<file path="src/rtl/spi_clkdiv_pkg.sv">
package spi_clkdiv_pkg;

    localparam int POW_W  = 4;
    localparam int LIN_W  = 8;
    localparam int POW_MAX_EXP = (1 << POW_W) - 1;
    localparam int TERM_W = (POW_MAX_EXP > LIN_W) ? POW_MAX_EXP : LIN_W;

    typedef enum logic {
        LAW_POW = 1'b0,
        LAW_LIN = 1'b1
    } law_e;

    typedef struct packed {
        law_e             law;
        logic [POW_W-1:0] pow_exp;
        logic [LIN_W-1:0] lin_div;
    } cfg_t;

    typedef struct packed {
        logic lead;
        logic trail;
    } strobe_t;

    // terminal count = half-period minus one
    function automatic logic [TERM_W-1:0] term_of(input cfg_t c);
        logic [TERM_W-1:0] t;
        if (c.law == LAW_LIN)
            t = TERM_W'(c.lin_div);
        else
            t = TERM_W'((32'd1 << c.pow_exp) - 32'd1);
        return t;
    endfunction

endpackage

</file>
<file path="src/rtl/spi_clkdiv_cfg.sv">
module spi_clkdiv_cfg
    import spi_clkdiv_pkg::*;
(
    input  logic              clk,
    input  logic              rst,
    input  logic              run_en,
    input  logic              cfg_we,
    input  cfg_t              cfg_in,
    output logic [TERM_W-1:0] term_o
);
    logic [TERM_W-1:0] term_q;

    // writes land only while the engine is idle
    always_ff @(posedge clk) begin
        if (rst)
            term_q <= '0;
        else if (cfg_we && !run_en)
            term_q <= term_of(cfg_in);
    end

    assign term_o = term_q;
endmodule

</file>
<file path="src/rtl/spi_clkdiv_cnt.sv">
module spi_clkdiv_cnt
    import spi_clkdiv_pkg::*;
(
    input  logic              clk,
    input  logic              rst,
    input  logic              run_en,
    input  logic [TERM_W-1:0] term,
    output logic              tick
);
    logic [TERM_W-1:0] cnt_q;

    assign tick = run_en && (cnt_q == term);

    always_ff @(posedge clk) begin
        if (rst || !run_en)
            cnt_q <= '0;
        else if (tick)
            cnt_q <= '0;
        else
            cnt_q <= cnt_q + 1'b1;
    end
endmodule

</file>
<file path="src/rtl/spi_clkdiv_edge.sv">
module spi_clkdiv_edge
    import spi_clkdiv_pkg::*;
(
    input  logic    clk,
    input  logic    rst,
    input  logic    run_en,
    input  logic    cpol,
    input  logic    tick,
    output logic    sclk,
    output strobe_t stb
);
    logic    pol_q;
    logic    phase_q;
    strobe_t stb_q;

    always_ff @(posedge clk) begin
        if (rst) begin
            pol_q   <= 1'b0;
            phase_q <= 1'b0;
            stb_q   <= '0;
        end else if (!run_en) begin
            pol_q   <= cpol;
            phase_q <= 1'b0;
            stb_q   <= '0;
        end else if (tick) begin
            phase_q     <= ~phase_q;
            stb_q.lead  <= ~phase_q;
            stb_q.trail <= phase_q;
        end else begin
            stb_q <= '0;
        end
    end

    assign sclk = pol_q ^ phase_q;
    assign stb  = stb_q;
endmodule

</file>
<file path="src/rtl/spi_clkdiv.sv">
module spi_clkdiv
    import spi_clkdiv_pkg::*;
(
    input  logic             clk,
    input  logic             rst,
    input  logic             run_en,
    input  logic             cpol,
    input  logic             cfg_we,
    input  logic             cfg_law_lin,
    input  logic [POW_W-1:0] cfg_pow_exp,
    input  logic [LIN_W-1:0] cfg_lin_div,
    output logic             sclk,
    output logic             lead_stb,
    output logic             trail_stb
);
    cfg_t              cfg_in;
    logic [TERM_W-1:0] term;
    logic              tick;
    strobe_t           stb;

    always_comb begin
        cfg_in.law     = law_e'(cfg_law_lin);
        cfg_in.pow_exp = cfg_pow_exp;
        cfg_in.lin_div = cfg_lin_div;
    end

    spi_clkdiv_cfg u_cfg (
        .clk    (clk),
        .rst    (rst),
        .run_en (run_en),
        .cfg_we (cfg_we),
        .cfg_in (cfg_in),
        .term_o (term)
    );

    spi_clkdiv_cnt u_cnt (
        .clk    (clk),
        .rst    (rst),
        .run_en (run_en),
        .term   (term),
        .tick   (tick)
    );

    spi_clkdiv_edge u_edge (
        .clk    (clk),
        .rst    (rst),
        .run_en (run_en),
        .cpol   (cpol),
        .tick   (tick),
        .sclk   (sclk),
        .stb    (stb)
    );

    assign lead_stb  = stb.lead;
    assign trail_stb = stb.trail;
endmodule

</file>
<file path="config.mk">
export PLATFORM = sky130hd
export DESIGN_NAME = spi_clkdiv
export DESIGN_NICKNAME = d
export VERILOG_FILES = /design/src/rtl/spi_clkdiv_pkg.sv /design/src/rtl/spi_clkdiv_cfg.sv /design/src/rtl/spi_clkdiv_cnt.sv /design/src/rtl/spi_clkdiv_edge.sv /design/src/rtl/spi_clkdiv.sv
export SDC_FILE = /design/constraint.sdc
export NUM_CORES = 1
export LEC_CHECK = 0
export ABC_AREA = 1
export BUFFER_PORTS_ARGS = -buffer_cell sky130_fd_sc_hd__buf_2
export CAP_MARGIN = 10
export CORE_MARGIN = 1
export CORE_UTILIZATION = 55
export DETAILED_ROUTE_END_ITERATION = 12
export PLACE_DENSITY = 0.86
export SLEW_MARGIN = 20
export SYNTH_ARGS = -nofsm -noshare
export SYNTH_HDL_FRONTEND = slang
export SYNTH_SLANG_ARGS = --single-unit
</file>
<file path="constraint.sdc">
create_clock -name clk -period 1.6 [get_ports clk]
set_input_delay 0.16 -clock clk [delete_from_list [all_inputs] [get_ports clk]]
set_output_delay 0.16 -clock clk [all_outputs]
set_load 0.005 [all_outputs]
</file>
==> flow_summary.json <==
{
  "cts_made_buffers": 5,
  "synth_nets": 320,
  "finalCriticalPeriod_ns": 1.42,
  "antenna_found_initial": 0,
  "finalHoldViolations": 0,
  "reg2reg_to": "u_cnt.cnt_q[4]",
  "start_util_pct": 57.4,
  "rsz0062_at_grt": "false",
  "seq_power_share_pct": 55.3,
  "whs_endpoint": "u_edge.pol_q",
  "required_ns": 1.83,
  "finalSetupViolations": 0,
  "comb_power_share_pct": 13.1,
  "gp_congestion": 0.855,
  "r2r_cells": 9,
  "synthArstFlopShare_pct": 0,
  "rr_startpoint": "u_cnt.cnt_q[7]",
  "fp.dieW_um": 61.0,
  "cts_setup_buffers": 0,
  "finalHoldWorstSlack_ns": 0.0488,
  "dieArea_um2": 3730,
  "reg2reg_slack_ns": 0.18,
  "grt_overflow": 0,
  "cp-end-kind": "register",
  "cap_violations": 0,
  "rows": 21,
  "ant_nets": 0,
  "port_buffers": 20,
  "synth_edf_count": 0,
  "htree_levels": 2,
  "drt_pre_antenna_iters": 5,
  "yosysWarnings": 0,
  "grt_usage_pct": 25.6,
  "grt_pass1_vias": 1574,
  "clk_path_buf_depth": 2,
  "cts_sinks": 34,
  "yosysUniqueCellTypes": 27,
  "fmax_ghz": 0.704,
  "ys.flop_type": "dfxtp_1",
  "top_level_ports": 21,
  "regArea_um2": 681,
  "min_period_over_period_pct": 88.8,
  "yosysMostFrequentCell": "nand2_1",
  "coreArea_um2": 3340,
  "cts_tree": "done",
  "p_per_area_nw_per_um2": 760,
  "status": "completed",
  "drc": 0,
  "nets": 344,
  "leakage_nw": 0.872,
  "p_sw_mw": 0.445,
  "hold_buffers": 0,
  "cp_max_fo": 15,
  "ys_seq_area_share_pct": 35.5,
  "netlist_top_cells_count": "96 x nand2_1, 38 x inv_1, 34 x dfxtp_1, 30 x nor2_1, 19 x a21oi_1",
  "vias": 1867,
  "drive_above_1_share_pct": 16.0,
  "postSynthCellCount": 300,
  "crit_type": "register to register",
  "fp.dieH_um": 61.0,
  "stdcell_area_um2": 2110,
  "min-delay-start": "cpol",
  "grt_max_degree": 20,
  "drtIter0Drc": 171,
  "multi_input_area_um2": 1030,
  "total_power_mw": 1.60,
  "yosys.area.top_type": "dfxtp_1",
  "insertedDiodeCount": 0,
  "slew_violations": 0,
  "cts_root_buf": "clkbuf_4",
  "cp.arrival_ns": 1.65,
  "fin_setup_tns_ns": 0,
  "worstMarginPinSlew_ns": 0.392,
  "syn_area_um2": 1920,
  "p_int_mw": 1.16,
  "ys_top_cells_by_area": "dfxtp_1 36%, nand2_1 19%, inv_1 7.4%",
  "cts_resized": 0,
  "hpwl_um": 3180,
  "clkSlewWorstSetupHoldPaths_ns": 0.10,
  "fillers": 331,
  "wire_per_inst_um": 11.0,
  "slew_headroom_pct": 73.7,
  "min_path_type": "input port to register",
  "clock_skew_ns": 0.00573,
  "synth_top_area_share_pct": 35.5,
  "vias_per_cell": 5.03,
  "clock_power_share_pct": 31.6,
  "place_area_um2": 2050,
  "p_sw_share_pct": 27.7,
  "ys_ff_latch": 34,
  "min_path_cells": 3,
  "grt_first_pass_wirelength_um": 6830,
  "clk_latency_ns": 0.34,
  "area_growth_syn_to_layout_pct": 10.1,
  "start_kind": "register",
  "totalWireLength_um": 4100,
  "ir_drop_uv": 430,
  "syn_avg_cell_area_um2": 6.39
}
## cells in the final DEF (no fill, tap or decap), drive strengths merged
master / n
o21ai: 15
clkbuf: 7
nor3: 7
ha: 2
nand4: 4
a31oi: 4
nand3b: 1
buf: 22
dfxtp: 34
nor2: 43
o2111ai: 1
nand2: 99
a21boi: 1
clkinv: 1
xnor2: 2
nand3: 9
a221oi: 1
inv: 45
xor2: 8
a21oi: 19
## area by class of cell
type                            count  area share, %
Multi-Input combinational cell    216           48.7
Sequential cell                    34           32.2
Inverter                           45           8.00
Timing Repair Buffer               22           5.45
Tap cell                           46           2.73
Clock buffer                        7           2.61
Clock inverter                      1          0.237
## cell families after synthesis
group / count (synthesis) / share of synthesized area (%)
xor+xnor: 10 / 4.57
fa+ha+maj: 2 / 1.31
buf+inv: 50 / 10.8
compound gates: 41 / 11.5
simple gates: 163 / 36.3
flops: 34 / 35.5
## how the worst max path moves through the flow
stage,cells past startpoint,start,to
floorplan,6,u_cnt.cnt_q[0],u_cnt.cnt_q[10]
global placement,9,cfg_pow_exp[3],u_cfg.term_o[6]
detailed placement,9,cfg_pow_exp[3],u_cfg.term_o[6]
CTS,9,u_cnt.cnt_q[7],u_cnt.cnt_q[4]
global route,9,u_cnt.cnt_q[7],u_cnt.cnt_q[4]
finish,9,u_cnt.cnt_q[7],u_cnt.cnt_q[4]
## sequential cells by signal, summed over array words and instances (netlist names)
| name | count |
|---|---|
| u_edge.stb | 2 |
| u_edge.pol_q | 1 |
| u_cnt.cnt_q | 15 |
| u_edge.phase_q | 1 |
| u_cfg.term_o | 15 |
## metal layers
metal / part of all wire (%) / GRT usage, % / vias to the layer above
met4: 3.0 / 12.7 / 0
met3: 3.9 / 6.51 / 11
met1: 47 / 30.9 / 819
li1: - / - / 987
met5: 0 / 0 / -
met2: 46 / 42.2 / 50
## power groups by stage
stage | sequential, mW | combinational [mW] | clock (mW)
6_report | 0.888 | 0.210 | 0.507
5_1_grt | 0.891 | 0.239 | 0.560
4_1_cts | 0.888 | 0.209 | 0.514
3_5_place_dp | 0.907 | 0.208 | 0
3_3_place_gp | 0.906 | 0.206 | 0
2_1_floorplan | 0.903 | 0.154 | 0
## worst max-delay path, cell delays in order, from the launching register on
cell and delay, ns:
dfxtp_1 0.42, inv_2 0.08, nand2_1 0.06, nand2_1 0.05, nor2_1 0.08, nand2_1 0.05, nor2_1 0.16, nand2_2 0.12
nand2_4 0.22, a21oi_1 0.06
## stage by stage
stage | std cells | worst slack (ns) | util, %
floorplan | 300 | 0.283 | -
detailed placement | 363 | 0.167 | 61.5
global placement | 363 | 0.195 | 61.5
global route | 371 | 0.0464 | 63.3
CTS | 371 | 0.191 | 63.3
finish | 371 | 0.179 | 63.3
No activity file was read; power rests on OpenSTA's default activity.
